**src/rtl/scan_pkg.sv**
```systemverilog
package scan_pkg;

  typedef enum logic [2:0] {
    ST_IDLE   = 3'd0,
    ST_CAP_LO = 3'd1,
    ST_CAP_HI = 3'd2,
    ST_SH_LO  = 3'd3,
    ST_SH_HI  = 3'd4,
    ST_LATCH  = 3'd5,
    ST_DONE   = 3'd6
  } seq_state_t;

endpackage

```
**src/rtl/scan_seq.sv**
```systemverilog
module scan_seq
  import scan_pkg::*;
(
  input  logic clk,
  input  logic rst,
  input  logic last,
  output logic load,
  output logic dec,
  output logic sample,
  output logic commit,
  output logic scan_clk,
  output logic scan_sel,
  output logic latch_en,
  output logic refresh_done
);

  seq_state_t state;
  seq_state_t nxt;

  always_comb begin
    case (state)
      ST_IDLE:   nxt = ST_CAP_LO;
      ST_CAP_LO: nxt = ST_CAP_HI;
      ST_CAP_HI: nxt = ST_SH_LO;
      ST_SH_LO:  nxt = ST_SH_HI;
      ST_SH_HI:  nxt = last ? ST_LATCH : ST_SH_LO;
      ST_LATCH:  nxt = ST_DONE;
      ST_DONE:   nxt = ST_CAP_LO;
      default:   nxt = ST_IDLE;
    endcase
  end

  // Pin values are registered from the next state, so the pins carry no decode glitches.
  always_ff @(posedge clk) begin
    if (rst) begin
      state        <= ST_IDLE;
      scan_clk     <= 1'b0;
      scan_sel     <= 1'b0;
      latch_en     <= 1'b0;
      refresh_done <= 1'b0;
    end else begin
      state        <= nxt;
      scan_clk     <= (nxt == ST_CAP_HI) || (nxt == ST_SH_HI);
      scan_sel     <= (nxt == ST_CAP_LO) || (nxt == ST_CAP_HI);
      latch_en     <= (nxt == ST_LATCH);
      refresh_done <= (nxt == ST_DONE);
    end
  end

  assign load   = !rst && (nxt == ST_CAP_LO);
  assign dec    = (state == ST_SH_HI) && !last;
  assign sample = (state == ST_SH_LO);
  assign commit = (state == ST_LATCH);

endmodule

```
**src/rtl/scan_pos_ctr.sv**
```systemverilog
module scan_pos_ctr #(
  parameter int NUM_SLOTS = 500,
  parameter int SLOT_W    = 9,
  parameter int BIT_W     = 4
) (
  input  logic              clk,
  input  logic              rst,
  input  logic              load,
  input  logic              dec,
  output logic [SLOT_W-1:0] slot,
  output logic [BIT_W-1:0]  bidx,
  output logic              last
);

  // Counts down the remaining distance from the chain entry: slot, then bit in slot.
  always_ff @(posedge clk) begin
    if (rst) begin
      slot <= '0;
      bidx <= '0;
    end else if (load) begin
      slot <= SLOT_W'(NUM_SLOTS - 1);
      bidx <= '1;
    end else if (dec) begin
      if (bidx == '0) begin
        bidx <= '1;
        slot <= slot - 1'b1;
      end else begin
        bidx <= bidx - 1'b1;
      end
    end
  end

  assign last = (slot == '0) && (bidx == '0);

endmodule

```
**src/rtl/scan_io.sv**
```systemverilog
module scan_io #(
  parameter int IO_W   = 8,
  parameter int SEL_W  = 9,
  parameter int SLOT_W = 9,
  parameter int BIT_W  = 4
) (
  input  logic              clk,
  input  logic              rst,
  input  logic              load,
  input  logic              sample,
  input  logic              commit,
  input  logic [SEL_W-1:0]  sel_in,
  input  logic [IO_W-1:0]   din_in,
  input  logic [SLOT_W-1:0] slot,
  input  logic [BIT_W-1:0]  bidx,
  input  logic              scan_din,
  output logic              scan_dout,
  output logic [IO_W-1:0]   out_bits
);

  localparam int IDX_W = BIT_W - 1;
  localparam int CMP_W = SEL_W + SLOT_W;

  logic [SEL_W-1:0] sel_q;
  logic [IO_W-1:0]  din_q;
  logic [IO_W-1:0]  cap_q;
  logic             hit;
  logic             wr_half;
  logic [IDX_W-1:0] idx;

  always_ff @(posedge clk) begin
    if (rst) begin
      sel_q <= '0;
      din_q <= '0;
    end else if (load) begin
      sel_q <= sel_in;
      din_q <= din_in;
    end
  end

  assign hit       = (CMP_W'(slot) == CMP_W'(sel_q));
  assign wr_half   = !bidx[BIT_W-1];
  assign idx       = bidx[IDX_W-1:0];
  assign scan_dout = hit && wr_half && din_q[idx];

  for (genvar i = 0; i < IO_W; i++) begin : g_cap
    always_ff @(posedge clk) begin
      if (rst || load) begin
        cap_q[i] <= 1'b0;
      end else if (sample && hit && !wr_half && (idx == IDX_W'(i))) begin
        cap_q[i] <= scan_din;
      end
    end
  end

  always_ff @(posedge clk) begin
    if (rst) begin
      out_bits <= '0;
    end else if (commit) begin
      out_bits <= cap_q;
    end
  end

endmodule

```
**src/rtl/scan_chain_ctrl.sv**
```systemverilog
module scan_chain_ctrl #(
  parameter int NUM_SLOTS = 500,
  parameter int IO_W      = 8,
  parameter int SEL_W     = 9
) (
  input  logic             clk,
  input  logic             rst,
  input  logic [SEL_W-1:0] active_sel,
  input  logic [IO_W-1:0]  in_bits,
  input  logic             scan_din,
  output logic             scan_clk,
  output logic             scan_dout,
  output logic             scan_sel,
  output logic             latch_en,
  output logic [IO_W-1:0]  out_bits,
  output logic             refresh_done
);

  localparam int SLOT_W = (NUM_SLOTS > 1) ? $clog2(NUM_SLOTS) : 1;
  localparam int BIT_W  = $clog2(2 * IO_W);

  logic              load;
  logic              dec;
  logic              sample;
  logic              commit;
  logic              last;
  logic [SLOT_W-1:0] slot;
  logic [BIT_W-1:0]  bidx;

  scan_seq u_seq (
    .clk          (clk),
    .rst          (rst),
    .last         (last),
    .load         (load),
    .dec          (dec),
    .sample       (sample),
    .commit       (commit),
    .scan_clk     (scan_clk),
    .scan_sel     (scan_sel),
    .latch_en     (latch_en),
    .refresh_done (refresh_done)
  );

  scan_pos_ctr #(
    .NUM_SLOTS (NUM_SLOTS),
    .SLOT_W    (SLOT_W),
    .BIT_W     (BIT_W)
  ) u_pos (
    .clk  (clk),
    .rst  (rst),
    .load (load),
    .dec  (dec),
    .slot (slot),
    .bidx (bidx),
    .last (last)
  );

  scan_io #(
    .IO_W   (IO_W),
    .SEL_W  (SEL_W),
    .SLOT_W (SLOT_W),
    .BIT_W  (BIT_W)
  ) u_io (
    .clk       (clk),
    .rst       (rst),
    .load      (load),
    .sample    (sample),
    .commit    (commit),
    .sel_in    (active_sel),
    .din_in    (in_bits),
    .slot      (slot),
    .bidx      (bidx),
    .scan_din  (scan_din),
    .scan_dout (scan_dout),
    .out_bits  (out_bits)
  );

endmodule

```
**config.mk**
```make
export PLATFORM = sky130hd
export DESIGN_NAME = scan_chain_ctrl
export DESIGN_NICKNAME = d
export VERILOG_FILES = /design/src/rtl/scan_pkg.sv /design/src/rtl/scan_seq.sv /design/src/rtl/scan_pos_ctr.sv /design/src/rtl/scan_io.sv /design/src/rtl/scan_chain_ctrl.sv
export SDC_FILE = /design/constraint.sdc
export NUM_CORES = 1
export LEC_CHECK = 0
export BUFFER_PORTS_ARGS = -buffer_cell sky130_fd_sc_hd__buf_2
export CAP_MARGIN = 25
export CORE_MARGIN = 10
export CORE_UTILIZATION = 35
export CTS_CLUSTER_SIZE = 16
export DETAILED_ROUTE_END_ITERATION = 8
export GPL_ROUTABILITY_DRIVEN = 0
export SLEW_MARGIN = 10
export SYNTH_ARGS = -nofsm -noshare
export SYNTH_HDL_FRONTEND = slang
export SYNTH_SLANG_ARGS = --single-unit
```
**constraint.sdc**
```tcl
create_clock -name clk -period 3.7 [get_ports clk]
set_input_delay 0.37 -clock clk [delete_from_list [all_inputs] [get_ports clk]]
set_output_delay 0.37 -clock clk [all_outputs]
set_load 0.01 [all_outputs]
```
==> results.ini, run 1 <==
[outcome]
status = completed

[drt]
ant_nets = 0
via_per_inst = 4.98
drt_iter0_drc = 74
wl_um = 5300
drt-wirelength-per-cell_um = 13.4
first_pass_iters = 4
vias = 1969
drc_errors = 0

[clock_tree]
hold_buffers = 0
cts_buffer_depth = 2
numCtsBuffers = 5
ctsResizeCount = 0
clk_pin_slew_ns = 0.09
post_cts_buffers = 0
htreeDepth = 2
cts.sinks = 53
cts_tree = done
clock_latency_ns = 0.30
cts_root_buf = clkbuf_8

[global_routing]
grt_pass1_wl_um = 9140
grt_max_degree = 45
busiest_layer = met2
grt.met3_usage = 0.0147
antenna_found_initial = 0
met1_usage = 0.126
grt_pass1_vias = 1910
grt_usage = 0.0974
gr-total-overflow = 0
met2_usage = 0.154

[worst_setup_path]
path_max_fanout = 27
startpoint_type = register
end_kind = register
crit_type = reg -> reg
cp.arrival_ns = 2.71
worstPathRequired_ns = 3.93

[timing]
worstMarginPinSlew_ns = 0.928
setup_viol = 0
fin_ws_ns = 1.22
fin_crit_sh = 0.669
max_slew_margin = 0.380
finalSetupTns_ns = 0
rsz0062_at_grt = no
fmax_mhz = 404
drv_slew = 0
finClkSkew_ns = 0.00452
final_hold_viol_count = 0
finalCriticalPeriod_ns = 2.48

[cells_and_area]
utilization = 0.404
postLayoutCellArea_mm2 = 0.00279
drive_above_1_share = 0.187
area_growth_syn_to_layout_pct = 10.2
nNetsFinal = 325
diodes = 0

[synth]
netlist-cell-type-count = 47
synthCells = 278
synthArstFlopShare = 0
synth-seq-cells = 53
yosysSeqAreaShare = 0.419
synth_edf_count = 0
syn_nets = 305
synth_top_flop_cell = dfxtp_1
avgSynthCellArea_um2 = 9.11
ys.warnings.count = 0
synth_area_mm2 = 0.00253

[placement]
dpl_cell_area_mm2 = 0.00268
place_ws_ns = 1.24
port_buffers = 32
dp.final_hpwl_um = 3680

[job]
maxCapViolations = 0

[pwr]
p_leak_nw = 1.11
p_per_area_mw_per_mm2 = 441
power.total_w = 0.00123
ir_drop_mv = 0.171

[floorplan]
coreArea_mm2 = 0.00691
die_y_um = 105
start_util = 0.367
die_area_mm2 = 0.0110
die_width_um = 105
floorplan.rows = 30
pin_count = 33

[min_path]
hold_path_class = in -> reg

state kept, by name, summed over array words and instances (netlist names):
register,cells
u_io.cap_q,8
u_io.din_q,8
u_io.out_bits,8
u_io.sel_q,9
u_pos.bidx,4
u_pos.slot,9
u_seq.latch_en,1
u_seq.refresh_done,1
u_seq.scan_clk,1
u_seq.scan_sel,1
u_seq.state,3
cell families after synthesis:
logic type	Yosys count	synth area share
adder cells (fa/ha/maj)	7	0.0346
AO/OA/AOI/OAI	53	0.132
AND/OR/NAND/NOR	115	0.248
flip-flops	53	0.419
buffers and inverters	25	0.0632
XOR/XNOR	13	0.0450
multiplexers	12	0.0578
through the flow:
stage | std cells | hold WS [ns]
detailed placement | 387 | 0.443
global placement | 387 | 0.440
floorplan | 278 | 0.431
global route | 395 | 0.289
finish | 395 | 0.291
CTS | 395 | 0.286
cells in the final DEF (no fill, tap or decap), drive strengths merged, types with 8 or more instances in the layout:
master  count
nor3       11
a21oi      31
nand4       8
mux2i       9
nand2      56
nand3      12
xor2       12
dfxtp      53
buf        32
cell type report:
cell class | instances | area, um2
flip-flops and latches | 53 | 1060
clock inverters | 1 | 30.0
inverters | 6 | 22.5
repair buffers | 32 | 160
clock buffers | 7 | 86.3
multi-input cells | 200 | 1310
well taps | 96 | 120
fillers | 740 | 4120
where the power goes:
part	internal, W	switching, W	total [W]	leakage [nW]
clock network	0.000221	0.000186	0.000407	0.0585
logic	0.0000718	0.000106	0.000178	0.615
registers	0.000603	0.0000434	0.000646	0.435
synthesized netlist by cell type (2+ instances only):
master / count / share of area
nand2_1: 56 / 0.083
dfxtp_1: 53 / 0.42
a21oi_1: 31 / 0.061
nand3_1: 12 / 0.024
xor2_1: 12 / 0.042
mux2i_1: 9 / 0.036
nor3_1: 9 / 0.018
nand4_1: 8 / 0.020
buf_6: 7 / 0.031
ha_1: 7 / 0.035
a31oi_1: 6 / 0.015
inv_1: 6 / 0.0089
nor2_1: 6 / 0.0089
clkbuf_1: 5 / 0.0074
buf_2: 4 / 0.0079
o31ai_1: 3 / 0.0089
or3_1: 3 / 0.0074
or4_1: 3 / 0.0089
a211oi_1: 2 / 0.0059
buf_4: 2 / 0.0059
mux4_2: 2 / 0.018
nor2b_1: 2 / 0.0049
nor3b_4: 2 / 0.015
nor4_2: 2 / 0.0099
nor4b_2: 2 / 0.012
o2111ai_2: 2 / 0.012
o211ai_1: 2 / 0.0059
path summary, 6_finish.rpt:
kind / start / end / slack (ns) / depth (start not counted)
worst max-delay path: u_seq.state[2]$_SDFF_PP0_ / u_io.din_q[0]$_SDFFE_PP0P_ / 1.22 / 4
worst min-delay path: active_sel[5] / u_io.sel_q[5]$_SDFFE_PP0P_ / 0.29 / 3
worst max register to register: u_seq.state[2]$_SDFF_PP0_ / u_io.din_q[0]$_SDFFE_PP0P_ / 1.22 / 4
worst min register to register: u_io.out_bits[3]$_SDFFE_PP0P_ / u_io.out_bits[3]$_SDFFE_PP0P_ / 0.46 / 2
per-layer routing:
layer / wire length, um / vias to the layer above / share of wire
li1: - / 1020 / -
met5: 0 / - / 0
met2: 2460 / 38 / 0.46
met3: 159 / 7 / 0.030
met1: 2570 / 904 / 0.48
met4: 111 / 0 / 0.021
critical path: stages (launching register included):
cell and delay (ns):
dfxtp_1 0.49, nor2b_1 0.79, or3_1 0.83, nand2_1 0.13
a21oi_1 0.16
Note: power is estimated with default switching activity, not from simulation.
==> run 2: changes to the inputs <==
- clock period: 3.7 -> 2.2 ns (I/O delays scaled with it)
==> run 2 against run 1 <==
Compared with the run above:
- count of clock-buffer cells in the layout is 2 lower
- routed wire length up 2.9%
- sequential share of layout area decreased by 0.60 points
- hold slack lost 0.15 ns
- final cell count is 2.5% higher
- via count increased by 2.6%
- critical endpoint is now u_pos.slot[7]$_SDFFE_PP0P_
- flip-flop and latch count unchanged
- critical path type unchanged
- first-iteration DRC count grew 24%
==> results.ini, run 2 (synthesized netlist as in run 1, its figures left out) <==
[outcome]
status = completed  ; unchanged

[cells_and_area]
drive_above_1_share = 0.217  ; was 0.187
area_growth_syn_to_layout_pct = 12.0  ; was 10.2%
multiInputGateArea_mm2 = 0.00131  ; unchanged
diodes = 0  ; unchanged
n_fill_cell = 750  ; was 740
ff_latch_area_mm2 = 0.00106  ; unchanged
nNetsFinal = 335  ; was 325
most-common-layout-cells = nand2_1 (56), dfxtp_1 (53), buf_2 (32), a21oi_1 (31)  ; unchanged
top_regs = u_io.sel_q x9, u_pos.slot x9  ; unchanged
final_common_cell = nand2_1  ; unchanged

[floorplan]
coreArea_mm2 = 0.00691  ; unchanged
die_area_mm2 = 0.0110  ; unchanged
die_width_um = 105  ; unchanged
floorplan.rows = 30  ; unchanged
die_y_um = 105  ; unchanged
pin_count = 33  ; unchanged
start_util = 0.367  ; unchanged

[timing]
drv_slew = 0  ; unchanged
finClkSkew_ns = 0.00704  ; was 0.00452 ns
rsz0062_at_grt = no  ; unchanged
fin_crit_sh = 0.923  ; was 0.669
setup_viol = 0  ; unchanged
fin_ws_ns = 0.169  ; was 1.22 ns
final_hold_viol_count = 0  ; unchanged
fmax_mhz = 492  ; was 404 MHz
worstMarginPinSlew_ns = 0.646  ; was 0.928 ns
finalCriticalPeriod_ns = 2.03  ; was 2.48 ns
finalSetupTns_ns = 0  ; unchanged
max_slew_margin = 0.565  ; was 0.380

[global_routing]
grt_usage = 0.100  ; was 0.0974
grt_pass1_vias = 1922  ; was 1910
antenna_found_initial = 0  ; unchanged
gr-total-overflow = 0  ; unchanged
grt_pass1_wl_um = 9440  ; was 9140 um
grt_max_degree = 44  ; was 45

[drt]
drt_iter0_drc = 92  ; was 74
drt-wirelength-per-cell_um = 13.5  ; was 13.4 um
wl_um = 5450  ; was 5300 um
ant_nets = 0  ; unchanged
drc_errors = 0  ; unchanged
vias = 2020  ; was 1969
via_per_inst = 4.99  ; was 4.98
first_pass_iters = 4  ; unchanged

[pwr]
p_per_area_mw_per_mm2 = 691  ; was 441 mW/mm2
p_leak_nw = 1.14  ; was 1.11 nW
pwr-share-seq = 0.550  ; was 0.525
ir_drop_mv = 0.407  ; was 0.171 mV
power.internal_w = 0.00138  ; was 0.000895 W
p_switching_w = 0.000579  ; was 0.000335 W
p_comb_frac = 0.175  ; was 0.144
switching_share = 0.295  ; was 0.272
pwr-share-clk = 0.276  ; was 0.331

[clock_tree]
clk_pin_slew_ns = 0.10  ; was 0.09 ns
numCtsBuffers = 5  ; unchanged
htreeDepth = 2  ; unchanged
cts_root_buf = clkbuf_8  ; unchanged
cts_buffer_depth = 2  ; unchanged
hold_buffers = 0  ; unchanged
cts_tree = done  ; unchanged
clock_latency_ns = 0.31  ; was 0.30 ns
cts.sinks = 53  ; unchanged

[worst_setup_path]
path_max_fanout = 7  ; was 27
worstPathRequired_ns = 2.43  ; was 3.93 ns
startpoint_type = register  ; unchanged
path_cells = inv_1 -> ha_1 -> nor3b_4 -> o2111ai_2 -> or4_1 -> a31oi_1  ; was nor2b_1 -> or3_1 -> nand2_1 -> a21oi_1
end_kind = register  ; unchanged
cp_slowest_stage_delay_ns = 0.45  ; was 0.83 ns
cpMaxStageDelayCell = or4_1  ; was or3_1
crit_type = reg -> reg  ; unchanged
cp.arrival_ns = 2.26  ; was 2.71 ns

[placement]
dp.final_hpwl_um = 3850  ; was 3680 um
port_buffers = 32  ; unchanged
place_ws_ns = 0.144  ; was 1.24 ns

[job]
maxCapViolations = 0  ; unchanged

[min_path]
hold_path_class = in -> reg  ; unchanged

-- run 2: changes by cell type in the layout (fill, tap and decap cells not counted) --
cell        previous run  this run
bufinv_16              1         0
buf_4                  0        10
clkbuf_8               6         5
clkbuf_1               1         0
clkinv_2               0         2
clkinvlp_4             0         1
-- run 2: path summary, 6_finish.rpt --
path | startpoint | endpoint | slack [ns] | depth (start not counted)
worst max-delay path | u_pos.bidx[1]$_SDFFE_PP0P_ | u_pos.slot[7]$_SDFFE_PP0P_ | 0.17 | 6
worst min-delay path | in_bits[6] | u_io.din_q[6]$_SDFFE_PP0P_ | 0.14 | 3
worst max register to register | u_pos.bidx[1]$_SDFFE_PP0P_ | u_pos.slot[7]$_SDFFE_PP0P_ | 0.17 | 6
worst min register to register | u_io.out_bits[3]$_SDFFE_PP0P_ | u_io.out_bits[3]$_SDFFE_PP0P_ | 0.45 | 2
-- run 2: what timing repair did --
action	in CTS	in global routing
buffers inserted	0	2
endpoints found under the setup margin	0	1
resized for setup	0	0
-- run 2: through the flow --
stage	total power [W]	instances	instance area (um2)	util	hold slack, ns
CTS	0.00197	403	2820	0.409	0.130
floorplan	0.00135	278	2530	-	0.353
finish	0.00196	405	2840	0.411	0.137
detailed placement	0.00144	395	2740	0.396	0.445
global placement	0.00143	395	2740	0.396	0.442
global route	0.00208	405	2840	0.411	0.139
-- run 2: worst max-delay path, delay by kind of cell (launching register included) --
family	cells	cell delay, ns
DFF	1	0.39
and+or+nand+nor	2	0.77
buffers and inverters	1	0.12
AOI/OAI and AO/OA	2	0.45
adders and majority gates	1	0.21
-- run 2: layout make-up --
type / instances / area share
multi-input cells: 200 / 0.462
flip-flops and latches: 53 / 0.374
repair buffers: 42 / 0.0829
well taps: 96 / 0.0423
clock buffers: 5 / 0.0243
inverters: 6 / 0.00794
clock inverters: 3 / 0.00618
-- run 2: power groups by stage --
stage | Combinational, W | Sequential, W | Clock, W
3_5_place_dp | 0.000338 | 0.00110 | 0
2_1_floorplan | 0.000281 | 0.00107 | 0
6_report | 0.000342 | 0.00108 | 0.000541
4_1_cts | 0.000338 | 0.00108 | 0.000558
5_1_grt | 0.000388 | 0.00109 | 0.000601
3_3_place_gp | 0.000331 | 0.00110 | 0
-- run 2: metal layers --
layer	track usage	wire length, um	up-vias
met5	0	0	-
met4	0.0353	69	0
met3	0.0233	209	4
met2	0.159	2520	33
met1	0.130	2650	940
li1	-	-	1043
